## config.mk

```make
export PLATFORM = sky130hd
export DESIGN_NAME = cart_mapper
export DESIGN_NICKNAME = d
export VERILOG_FILES = /design/src/rtl/cart_mapper_pkg.sv /design/src/rtl/cart_window_decode.sv /design/src/rtl/cart_size_mask.sv /design/src/rtl/cart_read_return.sv /design/src/rtl/cart_mapper.sv
export SDC_FILE = /design/constraint.sdc
export NUM_CORES = 1
export LEC_CHECK = 0
export BUFFER_PORTS_ARGS = -buffer_cell sky130_fd_sc_hd__buf_4
export CORE_MARGIN = 3
export CORE_UTILIZATION = 39
export CTS_BUF_LIST = sky130_fd_sc_hd__clkbuf_16
export CTS_CLUSTER_DIAMETER = 200
export DETAILED_ROUTE_END_ITERATION = 8
export PLACE_DENSITY = 0.82
export SLEW_MARGIN = 25
export SYNTH_ARGS = -nofsm -noshare
export SYNTH_HDL_FRONTEND = slang
export SYNTH_SLANG_ARGS = --single-unit
```

## constraint.sdc

```tcl
create_clock -name clk -period 2.4 [get_ports clk]
set_clock_uncertainty 0.1 [all_clocks]
set_input_delay 0.12 -clock clk [delete_from_list [all_inputs] [get_ports clk]]
set_output_delay 0.12 -clock clk [all_outputs]
set_load 0.005 [all_outputs]
```

## src/rtl/cart_mapper_pkg.sv

```systemverilog
package cart_mapper_pkg;

  typedef enum logic [1:0] {
    LAYOUT_NONE = 2'd0,
    LAYOUT_PAGE32 = 2'd1,
    LAYOUT_PAGE64 = 2'd2,
    LAYOUT_EXT64 = 2'd3
  } layout_e;

  typedef enum logic [1:0] {
    SRC_NONE = 2'd0,
    SRC_ROM = 2'd1,
    SRC_RAM = 2'd2,
    SRC_OPEN = 2'd3
  } src_e;

  // All-ones mask of (1 KB << code) bytes; saturates for huge codes.
  function automatic logic [31:0] size_mask(input int unsigned code);
    if (code > 21) return 32'hFFFF_FFFF;
    return (32'h0000_0400 << code) - 32'd1;
  endfunction

  // 32 KB page layout: RAM window test and indices
  function automatic logic p32_ram_window(input logic [7:0] bank, input logic [15:0] off);
    return !off[15] && ((bank >= 8'h70 && bank <= 8'h7D) || bank >= 8'hF0);
  endfunction

  function automatic logic [31:0] p32_ram_index(input logic [7:0] bank, input logic [15:0] off);
    return {13'd0, bank[3:0], off[14:0]};
  endfunction

  function automatic logic [31:0] p32_rom_index(input logic [7:0] bank, input logic [15:0] off);
    return {10'd0, bank[6:0], off[14:0]};
  endfunction

  // 64 KB page layouts: RAM window test and indices
  function automatic logic p64_ram_window(input logic [7:0] bank, input logic [15:0] off);
    return !bank[6] && (off[15:13] == 3'b011);
  endfunction

  function automatic logic [31:0] p64_ram_index(input logic [7:0] bank, input logic [15:0] off);
    return {13'd0, bank[5:0], off[12:0]};
  endfunction

  function automatic logic [31:0] p64_rom_index(input logic [7:0] bank, input logic [15:0] off,
                                                input logic upper_half);
    return {9'd0, upper_half, bank[5:0], off};
  endfunction

  // ROM region test shared by all layouts (bank bit 7 ignored)
  function automatic logic rom_region(input logic [7:0] bank, input logic [15:0] off);
    return off[15] || bank[6];
  endfunction

endpackage

```

## src/rtl/cart_window_decode.sv

```systemverilog
module cart_window_decode
  import cart_mapper_pkg::*;
#(
  parameter int ROM_W = 23,
  parameter int RAM_W = 19
) (
  input  logic [1:0]       layout_i,
  input  logic [7:0]       bank_i,
  input  logic [15:0]      offset_i,
  input  logic             ram_fitted_i,
  output logic             ram_hit_o,
  output logic             rom_hit_o,
  output logic [RAM_W-1:0] ram_raw_o,
  output logic [ROM_W-1:0] rom_raw_o
);
  logic [31:0] ram_full, rom_full;
  logic        ram_win, rom_reg;

  always_comb begin
    ram_win  = 1'b0;
    rom_reg  = 1'b0;
    ram_full = '0;
    rom_full = '0;
    unique case (layout_e'(layout_i))
      LAYOUT_PAGE32: begin
        ram_win  = p32_ram_window(bank_i, offset_i);
        rom_reg  = rom_region(bank_i, offset_i);
        ram_full = p32_ram_index(bank_i, offset_i);
        rom_full = p32_rom_index(bank_i, offset_i);
      end
      LAYOUT_PAGE64, LAYOUT_EXT64: begin
        ram_win  = p64_ram_window(bank_i, offset_i);
        rom_reg  = rom_region(bank_i, offset_i);
        ram_full = p64_ram_index(bank_i, offset_i);
        rom_full = p64_rom_index(bank_i, offset_i,
                                 (layout_i == LAYOUT_EXT64) && !bank_i[7]);
      end
      default: ;
    endcase
  end

  // Priority: RAM window, then ROM region
  assign ram_hit_o = ram_win && ram_fitted_i;
  assign rom_hit_o = rom_reg && !ram_hit_o;
  assign ram_raw_o = ram_full[RAM_W-1:0];
  assign rom_raw_o = rom_full[ROM_W-1:0];
endmodule

```

## src/rtl/cart_size_mask.sv

```systemverilog
module cart_size_mask
  import cart_mapper_pkg::*;
#(
  parameter int IDX_W  = 19,
  parameter int CODE_W = 4
) (
  input  logic [CODE_W-1:0] code_i,
  input  logic [IDX_W-1:0]  raw_i,
  output logic [IDX_W-1:0]  idx_o
);
  logic [31:0] mask_full;
  assign mask_full = size_mask(int'(code_i));
  assign idx_o     = raw_i & mask_full[IDX_W-1:0];
endmodule

```

## src/rtl/cart_read_return.sv

```systemverilog
module cart_read_return
  import cart_mapper_pkg::*;
#(
  parameter int DATA_W = 8
) (
  input  logic              clk,
  input  logic              rst_n,
  input  logic              rd_fire_i,
  input  logic [1:0]        src_i,
  input  logic [DATA_W-1:0] rom_rdata_i,
  input  logic [DATA_W-1:0] ram_rdata_i,
  output logic [DATA_W-1:0] rdata_o,
  output logic              rvalid_o,
  output logic [DATA_W-1:0] open_bus_o,
  output logic              miss_o
);
  logic [1:0]        src_q;
  logic              valid_q;
  logic [DATA_W-1:0] open_q;

  always_ff @(posedge clk) begin
    if (!rst_n) begin
      src_q   <= SRC_NONE;
      valid_q <= 1'b0;
    end else begin
      src_q   <= rd_fire_i ? src_i : SRC_NONE;
      valid_q <= rd_fire_i;
    end
  end

  always_comb begin
    unique case (src_e'(src_q))
      SRC_ROM: rdata_o = rom_rdata_i;
      SRC_RAM: rdata_o = ram_rdata_i;
      default: rdata_o = open_q;
    endcase
  end

  always_ff @(posedge clk) begin
    if (!rst_n) open_q <= '0;
    else if (valid_q) open_q <= rdata_o;
  end

  assign rvalid_o   = valid_q;
  assign open_bus_o = open_q;
  assign miss_o     = valid_q && (src_q == SRC_OPEN);
endmodule

```

## src/rtl/cart_mapper.sv

```systemverilog
module cart_mapper
  import cart_mapper_pkg::*;
#(
  parameter int ROM_W  = 23,
  parameter int RAM_W  = 19,
  parameter int CODE_W = 4,
  parameter int DATA_W = 8
) (
  input  logic              clk,
  input  logic              rst_n,
  input  logic [1:0]        layout_i,
  input  logic [CODE_W-1:0] rom_code_i,
  input  logic [CODE_W-1:0] ram_code_i,
  input  logic              req_valid_i,
  input  logic              req_we_i,
  input  logic [7:0]        bank_i,
  input  logic [15:0]       offset_i,
  input  logic [DATA_W-1:0] wdata_i,
  output logic              rom_re_o,
  output logic [ROM_W-1:0]  rom_idx_o,
  input  logic [DATA_W-1:0] rom_rdata_i,
  output logic              ram_re_o,
  output logic              ram_we_o,
  output logic [RAM_W-1:0]  ram_idx_o,
  output logic [DATA_W-1:0] ram_wdata_o,
  input  logic [DATA_W-1:0] ram_rdata_i,
  output logic [DATA_W-1:0] rdata_o,
  output logic              rvalid_o
);
  localparam logic [CODE_W-1:0] NO_RAM_CODE = '1;

  logic             ram_fitted, ram_hit, rom_hit, rd_fire, wr_fire;
  logic [RAM_W-1:0] ram_raw;
  logic [ROM_W-1:0] rom_raw;
  logic [1:0]       rd_src;
  logic [DATA_W-1:0] open_bus_w;
  logic             miss_w;

  assign ram_fitted = (ram_code_i != NO_RAM_CODE);
  assign rd_fire    = req_valid_i && !req_we_i;
  assign wr_fire    = req_valid_i && req_we_i;

  cart_window_decode #(.ROM_W(ROM_W), .RAM_W(RAM_W)) u_decode (
    .layout_i     (layout_i),
    .bank_i       (bank_i),
    .offset_i     (offset_i),
    .ram_fitted_i (ram_fitted),
    .ram_hit_o    (ram_hit),
    .rom_hit_o    (rom_hit),
    .ram_raw_o    (ram_raw),
    .rom_raw_o    (rom_raw)
  );

  cart_size_mask #(.IDX_W(ROM_W), .CODE_W(CODE_W)) u_rom_mask (
    .code_i (rom_code_i),
    .raw_i  (rom_raw),
    .idx_o  (rom_idx_o)
  );

  cart_size_mask #(.IDX_W(RAM_W), .CODE_W(CODE_W)) u_ram_mask (
    .code_i (ram_code_i),
    .raw_i  (ram_raw),
    .idx_o  (ram_idx_o)
  );

  assign rom_re_o    = rd_fire && rom_hit;
  assign ram_re_o    = rd_fire && ram_hit;
  assign ram_we_o    = wr_fire && ram_hit;
  assign ram_wdata_o = wdata_i;

  assign rd_src = ram_hit ? SRC_RAM : (rom_hit ? SRC_ROM : SRC_OPEN);

  cart_read_return #(.DATA_W(DATA_W)) u_return (
    .clk         (clk),
    .rst_n       (rst_n),
    .rd_fire_i   (rd_fire),
    .src_i       (rd_src),
    .rom_rdata_i (rom_rdata_i),
    .ram_rdata_i (ram_rdata_i),
    .rdata_o     (rdata_o),
    .rvalid_o    (rvalid_o),
    .open_bus_o  (open_bus_w),
    .miss_o      (miss_w)
  );
endmodule

```

==> results.json <==
{
  "run_status": "finished clean",
  "ordered_cell_list_for_the_critical_path": "buf_4 -> nor2_1 -> nand3b_1 -> ha_1 -> nor3_1 -> o21ai_0 -> a311oi_1 -> buf_4",
  "pwr_per_cell_area_nw_per_um2": 355,
  "worstPathRequired_ps": 2180,
  "antenna_violations_before_repair": 0,
  "top_usage_layer": "met2",
  "worstSetupPathType": "input pin to primary output",
  "top_level_ports": 124,
  "timing.final.setup_violations": 0,
  "num_vias": 1835,
  "max-clock-path-buffers": 2,
  "holdCritPathClass": "input pin to flop",
  "cp_max_stage_delay_ps": 390,
  "clk_transition_reported_paths_ps": 40,
  "grt.met1_usage_pct": 23.7,
  "mostFrequentLayoutCells": "buf_4, nand2_1, o21ai_0, nor2_1, a21oi_1",
  "antenna_cells": 0,
  "groute.layer.met3.usage_pct": 5.16,
  "die_width_um": 67.2,
  "layout.nets": 363,
  "cts-buffers-inserted": 3,
  "grt.met2_usage_pct": 37.3,
  "ctsHoldBuffers": 0,
  "maximum_number_of_pins_on_one_net_before_global_route_repair": 18,
  "critPathArrivalTime_ps": 1910,
  "layout_min_cycle_time_ps": 2130,
  "start_util_pct": 42.2,
  "multi_input_comb_area_um2": 1010,
  "finalHoldViolCount": 0,
  "postSynthNetCount": 287,
  "dp_hpwl_um": 3750,
  "max_slew_headroom_pct": 49.0,
  "capturing_element_type_of_the_critical_path": "primary output",
  "via_count_of_the_first_global_routing_pass": 1598,
  "fin_crit_sh_pct": 88.7,
  "warnings_synthesis": 0,
  "maxCapViolCount": 0,
  "grt_use_total_pct": 20.5,
  "die-area_um2": 4520,
  "ratio_of_cells_with_drive_above_1_in_the_final_layout_pct": 38.2,
  "critPathLaunch": "rom_code_i[2]",
  "placeableCoreArea_um2": 3470,
  "start_kind": "input pin",
  "cts_tree": "built",
  "grt_overflow": 0,
  "syn_avg_cell_area_um2": 6.62,
  "synth_seq_area_share_pct": 15.1,
  "number_of_clock_sinks": 11,
  "finalSetupTns_ps": 0,
  "drc_errors": 0,
  "die_height_um": 67.2,
  "cts_resized": 0,
  "worst_hold_slack_ps": 81.8,
  "launch_instance_of_the_worst_register_to_register_path": "u_return.src_q[0]",
  "drt_initial_violations": 109,
  "synthDistinctLibCells": 43,
  "viasPerCell": 5.37,
  "total_leakage_power_nw": 1.06,
  "buffer_ports.inserted": 107,
  "totalWireLength_um": 4800,
  "critical_path.most_common_cell": "buf_4",
  "rows": 21,
  "root_buffer": "clkbuf_16",
  "wire_length_of_the_first_global_routing_pass_um": 7190,
  "first_pass_iters": 4,
  "tightestPinTransition_ps": 763,
  "globalplace.congestion": 0.870,
  "synth.cell_area_um2": 1460,
  "synth.ff_latch_count": 11,
  "ant_nets": 0,
  "fillCellCount": 339,
  "synthCells": 221,
  "rsz0062_at_grt": "false",
  "cp_slowest_cell": "ha_1",
  "layout-area-overhead-vs-synth_pct": 49.5,
  "wire_per_inst_um": 14.0,
  "clk_latency_ps": 230,
  "peakVddDrop_mv": 0.205,
  "seq_area_um2": 220,
  "hp-start": "req_valid_i",
  "timing.critical_path.fanout_max": 15,
  "most_common_cell_after_layout_fill_and_taps_aside": "buf_4",
  "max_freq_ghz": 0.470,
  "final_max_slew_viol_count": 0,
  "htree_levels": 1,
  "post_cts_buffers": 0
}
-- final cells by class --
cell class	instances	area share (%)
Multi-Input combinational cell	170	46.3
Timing Repair Buffer	107	36.7
Sequential cell	11	10.1
Clock buffer	3	3.43
Tap cell	46	2.63
Inverter	4	0.686
Clock inverter	1	0.172
-- cell usage after synthesis --
library cell,count,area [um^2]
a21boi_0,4,30.0
a21o_1,1,7.51
a21oi_1,14,70.1
a22o_1,1,8.76
a22oi_1,10,75.1
a311oi_1,1,8.76
a31o_2,1,8.76
a32oi_1,2,17.5
a41o_1,1,10.0
and2_1,2,12.5
and3_1,3,18.8
and4b_1,2,20.0
buf_1,1,3.75
buf_2,4,20.0
buf_4,18,135
buf_6,1,11.3
clkbuf_1,12,45.0
dfxtp_1,11,220
ha_1,4,50.1
inv_1,4,15.0
mux2_2,1,11.3
mux2i_1,2,20.0
nand2_1,36,135
nand2b_1,1,6.26
nand3_1,8,40.0
nand3b_1,12,90.1
nand4_1,1,6.26
nor2_1,15,56.3
nor2b_1,13,81.3
nor3_1,4,20.0
nor3b_1,1,7.51
nor4_1,1,6.26
nor4_4,1,21.3
nor4b_1,1,8.76
o211ai_1,1,7.51
o21a_1,2,15.0
o21ai_0,17,85.1
o21bai_1,1,7.51
o22ai_1,1,6.26
o311ai_0,1,8.76
o31a_1,1,8.76
or4_1,1,7.51
xnor2_1,2,17.5
-- routing by layer --
layer,vias up,routed length [um]
met3,4,564
met1,803,1830
met2,108,2370
met5,-,0
li1,920,-
met4,0,34
-- logic make-up after synthesis --
group | after synthesis | synth area share (%)
AND/OR/NAND/NOR | 102 | 36.8
adder cells (fa/ha/maj) | 4 | 3.42
AO/OA/AOI/OAI | 59 | 25.7
buffers and inverters | 40 | 15.7
flip-flops | 11 | 15.1
multiplexers | 3 | 2.14
XOR/XNOR | 2 | 1.20
-- critical path: cells and delay by family --
family / cells / cell delay (ps)
buf+inv: 2 / 320
compound gates: 2 / 430
simple gates: 3 / 650
fa+ha+maj: 1 / 390
-- report_power, final --
group          switching (mW)  internal, mW
Combinational           0.134         0.163
Sequential            0.00339         0.186
Clock                  0.0735         0.218
-- sequential cells by signal (all words and copies together), names as in the netlist --
name / cells
u_return.rvalid_o: 1
u_return.src_q: 2
u_return.open_bus_o: 8
-- stage by stage --
step | total power, mW | cells | util [%] | instance area, um^2 | worst slack [ps]
3_5_place_dp | 0.488 | 338 | 60.8 | 2110 | 316
5_1_grt | 0.824 | 342 | 63.1 | 2190 | 67.6
4_1_cts | 0.784 | 342 | 63.1 | 2190 | 300
6_report | 0.777 | 342 | 63.1 | 2190 | 272
3_3_place_gp | 0.484 | 338 | 60.8 | 2110 | 357
2_1_floorplan | 0.345 | 221 | - | 1460 | 523
-- worst paths after layout --
| kind | end | slack [ps] | cells after the start |
|---|---|---|---|
| min | u_return.rvalid_o | 80 | 3 |
| max reg2reg | u_return.open_bus_o[0] | 850 | 5 |
| min reg2reg | u_return.open_bus_o[2] | 370 | 2 |
| max | rom_idx_o[20] | 270 | 8 |
Power figures use the tool's default switching activity.
